File: src/rtl/spi_eng_pkg.sv
package spi_eng_pkg;

  typedef enum logic {
    ENG_IDLE = 1'b0,
    ENG_XFER = 1'b1
  } eng_state_e;

  // per-cycle strobes from the half-period timer
  typedef struct packed {
    logic lead;        // leading SCLK edge this cycle
    logic trail;       // trailing SCLK edge this cycle
    logic first_edge;  // current half-period is the setup one
    logic last_edge;   // current half-period ends with the final edge
    logic cs_off;      // end of hold half-period
    logic done;        // end of frame
  } edge_t;

endpackage

File: src/rtl/spi_clk_gen.sv
module spi_clk_gen
  import spi_eng_pkg::*;
#(
  parameter int unsigned DIV  = 2,
  parameter int unsigned BITS = 17
) (
  input  logic  clk_i,
  input  logic  rst_ni,
  input  logic  start_i,
  input  logic  run_i,
  input  logic  cpol_i,
  output logic  sclk_o,
  output edge_t edge_o
);

  localparam int unsigned NUM_EDGES = 2 * BITS;
  localparam int unsigned NUM_HP    = NUM_EDGES + 2;
  localparam int unsigned DW        = (DIV > 2) ? $clog2(DIV) : 1;
  localparam int unsigned HW        = $clog2(NUM_HP);

  logic [DW-1:0] div_q;
  logic [HW-1:0] hp_q;
  logic          tick;
  logic          in_edges;

  assign tick     = run_i && (div_q == DW'(DIV - 1));
  assign in_edges = hp_q < HW'(NUM_EDGES);

  always_ff @(posedge clk_i or negedge rst_ni) begin
    if (!rst_ni) begin
      div_q  <= '0;
      hp_q   <= '0;
      sclk_o <= 1'b0;
    end else if (start_i) begin
      div_q  <= '0;
      hp_q   <= '0;
      sclk_o <= cpol_i;
    end else if (run_i) begin
      if (tick) begin
        div_q <= '0;
        hp_q  <= hp_q + 1'b1;
        if (in_edges) sclk_o <= ~sclk_o;
      end else begin
        div_q <= div_q + 1'b1;
      end
    end else begin
      sclk_o <= cpol_i;  // idle level tracks polarity input
    end
  end

  always_comb begin
    edge_o.lead       = tick && in_edges && !hp_q[0];
    edge_o.trail      = tick && in_edges &&  hp_q[0];
    edge_o.first_edge = hp_q == '0;
    edge_o.last_edge  = hp_q == HW'(NUM_EDGES - 1);
    edge_o.cs_off     = tick && (hp_q == HW'(NUM_HP - 2));
    edge_o.done       = tick && (hp_q == HW'(NUM_HP - 1));
  end

  assert_frame_end_R3: assert property (@(posedge clk_i) disable iff (!rst_ni)
    edge_o.done |-> $past(run_i));

endmodule

File: src/rtl/spi_shifter.sv
module spi_shifter
  import spi_eng_pkg::*;
#(
  parameter int unsigned BITS = 17
) (
  input  logic            clk_i,
  input  logic            rst_ni,
  input  logic            load_i,
  input  logic [BITS-1:0] data_i,
  input  logic            cpha_i,
  input  edge_t           edge_i,
  input  logic            miso_i,
  output logic            mosi_o,
  output logic [BITS-1:0] rx_o
);

  logic [BITS-1:0] tx_q;
  logic [BITS-1:0] rx_q;
  logic            sample;
  logic            shift;

  // cpha=0: sample on leading, shift on trailing (skip final trailing)
  // cpha=1: shift on leading (skip first), sample on trailing
  always_comb begin
    if (cpha_i) begin
      sample = edge_i.trail;
      shift  = edge_i.lead && !edge_i.first_edge;
    end else begin
      sample = edge_i.lead;
      shift  = edge_i.trail && !edge_i.last_edge;
    end
  end

  always_ff @(posedge clk_i or negedge rst_ni) begin
    if (!rst_ni) begin
      tx_q <= '0;
      rx_q <= '0;
    end else if (load_i) begin
      tx_q <= data_i;
      rx_q <= '0;
    end else begin
      if (shift)  tx_q <= {tx_q[BITS-2:0], 1'b0};
      if (sample) rx_q <= {rx_q[BITS-2:0], miso_i};
    end
  end

  assign mosi_o = tx_q[BITS-1];
  assign rx_o   = rx_q;

  assert_edge_excl_R6: assert property (@(posedge clk_i) disable iff (!rst_ni)
    !(edge_i.lead && edge_i.trail));

endmodule

File: src/rtl/spi_master_engine.sv
module spi_master_engine
  import spi_eng_pkg::*;
#(
  parameter int unsigned DIV  = 2,
  parameter int unsigned BITS = 17
) (
  input  logic            clk_i,
  input  logic            rst_ni,
  input  logic            start_i,
  input  logic            cpol_i,
  input  logic            cpha_i,
  input  logic [BITS-1:0] tx_data_i,
  output logic [BITS-1:0] rx_data_o,
  output logic            busy_o,
  output logic            sclk_o,
  output logic            cs_no,
  output logic            mosi_o,
  input  logic            miso_i
);

  eng_state_e      state_q;
  logic            cpol_q;
  logic            cpha_q;
  logic            go;
  edge_t           edges;
  logic            mosi_raw;
  logic [BITS-1:0] rx_shift;

  assign go     = start_i && (state_q == ENG_IDLE);
  assign busy_o = state_q == ENG_XFER;
  assign mosi_o = mosi_raw && !cs_no;

  always_ff @(posedge clk_i or negedge rst_ni) begin
    if (!rst_ni) begin
      state_q   <= ENG_IDLE;
      cs_no     <= 1'b1;
      cpol_q    <= 1'b0;
      cpha_q    <= 1'b0;
      rx_data_o <= '0;
    end else begin
      unique case (state_q)
        ENG_IDLE: if (go) begin
          state_q <= ENG_XFER;
          cs_no   <= 1'b0;
          cpol_q  <= cpol_i;
          cpha_q  <= cpha_i;
        end
        ENG_XFER: begin
          if (edges.cs_off) cs_no <= 1'b1;
          if (edges.done) begin
            state_q   <= ENG_IDLE;
            rx_data_o <= rx_shift;
          end
        end
        default: state_q <= ENG_IDLE;
      endcase
    end
  end

  spi_clk_gen #(.DIV(DIV), .BITS(BITS)) u_clk_gen (
    .clk_i  (clk_i),
    .rst_ni (rst_ni),
    .start_i(go),
    .run_i  (busy_o),
    .cpol_i (cpol_i),
    .sclk_o (sclk_o),
    .edge_o (edges)
  );

  spi_shifter #(.BITS(BITS)) u_shifter (
    .clk_i (clk_i),
    .rst_ni(rst_ni),
    .load_i(go),
    .data_i(tx_data_i),
    .cpha_i(cpha_q),
    .edge_i(edges),
    .miso_i(miso_i),
    .mosi_o(mosi_raw),
    .rx_o  (rx_shift)
  );

  assert_cs_in_busy_R3: assert property (@(posedge clk_i) disable iff (!rst_ni)
    !cs_no |-> busy_o);

  assert_start_ignored_R2: assert property (@(posedge clk_i) disable iff (!rst_ni)
    (busy_o && start_i && !edges.done) |=> busy_o);

  assert_sclk_rest_R4: assert property (@(posedge clk_i) disable iff (!rst_ni)
    $fell(busy_o) |-> (sclk_o == cpol_q));

  assert_setup_half_R5: assert property (@(posedge clk_i) disable iff (!rst_ni)
    $fell(cs_no) |=> $stable(sclk_o));

  assert_rx_hold_R7: assert property (@(posedge clk_i) disable iff (!rst_ni)
    (!busy_o && !$past(busy_o)) |-> $stable(rx_data_o));

endmodule

File: config.mk
export PLATFORM = sky130hd
export DESIGN_NAME = spi_master_engine
export DESIGN_NICKNAME = d
export VERILOG_FILES = /design/src/rtl/spi_eng_pkg.sv /design/src/rtl/spi_clk_gen.sv /design/src/rtl/spi_shifter.sv /design/src/rtl/spi_master_engine.sv
export SDC_FILE = /design/constraint.sdc
export NUM_CORES = 1
export LEC_CHECK = 0
export ABC_AREA = 1
export BUFFER_PORTS_ARGS = -buffer_cell sky130_fd_sc_hd__buf_2
export CORE_UTILIZATION = 49
export DETAILED_ROUTE_END_ITERATION = 7
export PLACE_DENSITY = 0.69
export SYNTH_ARGS = -nofsm -noshare
export SYNTH_HDL_FRONTEND = slang
export SYNTH_SLANG_ARGS = --single-unit
File: constraint.sdc
create_clock -name clk_i -period 3.21 [get_ports clk_i]
set_clock_uncertainty 0.2 [all_clocks]
set_input_delay 0.1605 -clock clk_i [delete_from_list [all_inputs] [get_ports clk_i]]
set_output_delay 0.1605 -clock clk_i [all_outputs]
set_load 0.02 [all_outputs]
==> results_dict.tcl <==
set metrics [dict create \
    root_buffer "clkbuf_8" \
    cts_buffers 9 \
    drtIter0Drc 155 \
    io_buffers 43 \
    place_ws_ps 975 \
    drive_above_1_share 0.186 \
    syn_avg_cell_area_um2 8.07 \
    slowest_delay_ps 540 \
    coreArea_mm2 0.00589 \
    min_path_type "in2reg" \
    ys_warn_count 0 \
    clkSlewWorstSetupHoldPaths_ps 70 \
    slew-limit-headroom 0.484 \
    crit_slowest_cell "inv_2" \
    track_usage 0.219 \
    worstPathRequired_ps 3240 \
    drv_cap 0 \
    synthCells 369 \
    fin_crit_ps 2250 \
    arrival_ps 2280 \
    post_cts_buffers 0 \
    gp_congestion 0.761 \
    synth.distinct_cells 30 \
    synthesis.area_mm2 0.00298 \
    p_per_area_mw_per_mm2 438 \
    io_pins 44 \
    hpwlAfterDp_mm 3.88 \
    via_per_inst 4.97 \
    routed_wl_mm 6.22 \
    cts_sinks 62 \
    die_h_um 80.0 \
    cp-end-kind "flip-flop" \
    rsz0062_at_grt "no" \
    overflow 0 \
    synth-seq-cells 62 \
    initial_core_util 0.506 \
    postRouteAntennaNets 0 \
    worst_pin_slew_ps 774 \
    crit_family "simple AND/OR/NAND/NOR gates" \
    setup_viol_count_final 0 \
    nets 458 \
    n_fill_cell 538 \
    hold_buffers 21 \
    cts_buffer_depth 2 \
    die_area_mm2 0.00639 \
    grt_pass1_wl_mm 10.6 \
    yosysSeqAreaShare 0.521 \
    ir_worst_vdd_mv 0.223 \
    setup_tns_ps 0 \
    cts_tree "built" \
    grt_pass1_vias 2425 \
    antenna_found_initial 0 \
    worstSetupPathType "reg2reg" \
    syn_nets 396 \
    path_buf_inv 2 \
    start_kind "flip-flop" \
    die_x_um 80.0 \
    via_count 2536 \
    finalCritPeriodShare 0.701 \
    outcome "finished clean" \
    max_freq_mhz 444 \
    leakage_nw 2.02 \
    finalHoldViolations 0 \
    stdcell_count 510 \
    num_antenna_cells 0 \
    worst_slack_ps 959 \
    grt_max_degree 63 \
    post_cts_resized 0 \
    dr.pass1.iters 4 \
    cp_cell_sequence "inv_2 -> nand2_4 -> inv_2 -> nor2_4 -> nand2_4 -> nand2_4 -> nand2_1 -> nand2_1" \
    dp.cells 474 \
    maxSlewViolCount 0 \
    drc 0 \
    crit_fanout 35 \
    cts_max_level 3 \
    routedWlPerCell_um 12.2 \
    rows 28 \
    syn2layout_area_growth_pct 21.6 \
    insertion_delay_ps 340 \
    worst_path_most_repeated_cell "nand2_4" \
]
[state kept, by name (all words and copies together), names as in the netlist]
| name | count |
|---|---|
| rx_data_o | 17 |
| u_shifter.rx_o | 17 |
| u_shifter.tx_q | 17 |
| u_clk_gen.hp_q | 6 |
| busy_o | 1 |
| cpha_q | 1 |
| cs_no | 1 |
| u_clk_gen.div_q | 1 |
| u_clk_gen.sclk_o | 1 |
[per-layer routing]
layer | share of wire | GRT usage | up-vias
li1 | - | - | 1283
met1 | 0.48 | 0.284 | 1178
met2 | 0.46 | 0.353 | 63
met3 | 0.040 | 0.0423 | 12
met4 | 0.021 | 0.102 | 0
met5 | 0 | 0 | -
[final timing paths]
path                                                      from                        endpoint  slack (ps)  cells after the start
min in group asynchronous                               rst_ni   u_shifter.rx_o[0]$_DFFE_PN0P_         310                      3
worst max register to register                busy_o$_DFF_PN0_   u_shifter.rx_o[7]$_DFFE_PN0P_         960                      8
worst min-delay path                                   start_i                busy_o$_DFF_PN0_         100                      3
worst min register to register  u_shifter.rx_o[14]$_DFFE_PN0P_  u_shifter.rx_o[14]$_DFFE_PN0P_         280                      2
max in group asynchronous                               rst_ni   u_shifter.rx_o[7]$_DFFE_PN0P_        1990                      3
worst max-delay path                          busy_o$_DFF_PN0_   u_shifter.rx_o[7]$_DFFE_PN0P_         960                      8
[cell usage in the layout (no fill, tap or decap), types with 2 or more instances in the layout]
| cell type | n |
|---|---|
| bufinv_16 | 2 |
| nand2_4 | 3 |
| nand2_2 | 7 |
| nor2_4 | 2 |
| buf_2 | 43 |
| dfrtp_1 | 61 |
| o21ai_1 | 17 |
| nor2_1 | 26 |
| clkbuf_8 | 9 |
| a21oi_1 | 2 |
| nand3_4 | 2 |
| nand4_1 | 2 |
| dlygate4sd3_1 | 21 |
| inv_1 | 24 |
| o21ai_0 | 6 |
| ha_1 | 4 |
| clkinv_2 | 4 |
| nand3_1 | 40 |
| inv_2 | 2 |
| nand2_1 | 146 |
| nor2_2 | 2 |
[logic make-up (layout without fill, tap and decap cells)]
| logic type | Yosys count | count (layout) | synth area share |
|---|---|---|---|
| buffers and inverters | 41 | 107 | 0.0630 |
| AOI/OAI and AO/OA | 27 | 27 | 0.0471 |
| xor gates and xnor gates | 1 | 1 | 0.00294 |
| DFF | 62 | 62 | 0.521 |
| adders and majority gates | 4 | 4 | 0.0168 |
| and+or+nand+nor | 234 | 234 | 0.349 |
[metrics by stage]
step                      area, um^2  hold WS, ps   util  total power [W]
after floorplan                 2980         -335      -         0.000822
after global placement          3210          169  0.545         0.000857
after CTS                       3620         83.8  0.615          0.00160
after global routing            3620          132  0.615          0.00164
after detailed placement        3210          173  0.545         0.000857
final                           3620         99.4  0.615          0.00159
[where the power goes]
part	switching, W	internal, W
Clock	0.000297	0.000429
Sequential	0.00000464	0.000790
Combinational	0.0000335	0.0000333
Total	0.000335	0.00125
[Yosys cell counts (all sizes together)]
cell      n  share of area
a21oi     3         0.0063
buf      11          0.025
clkbuf    3         0.0038
clkinv    1         0.0017
dfrtp    61           0.51
dfstp     1         0.0088
ha        4          0.017
inv      26          0.033
nand2   156           0.21
nand3    43          0.082
nand3b    1         0.0025
nand4     2         0.0042
nor2     30          0.045
nor3      2         0.0050
o21ai    23          0.039
o22ai     1         0.0021
xnor2     1         0.0029
[cell type report]
cell class,instances,area (um^2),share of cell area
Multi-Input combinational cell,266,1240,0.342
Timing Repair Buffer,65,433,0.120
Inverter,27,103,0.0283
Tap cell,75,93.8,0.0259
Sequential cell,62,1550,0.429
Clock inverter,5,75.1,0.0207
Clock buffer,10,128,0.0352
[tightest hold or removal path: stages]
cell and delay (ps):
buf_2 110, nand2_4 200, nand2_1 130
No activity file was read; power rests on OpenSTA's default activity.
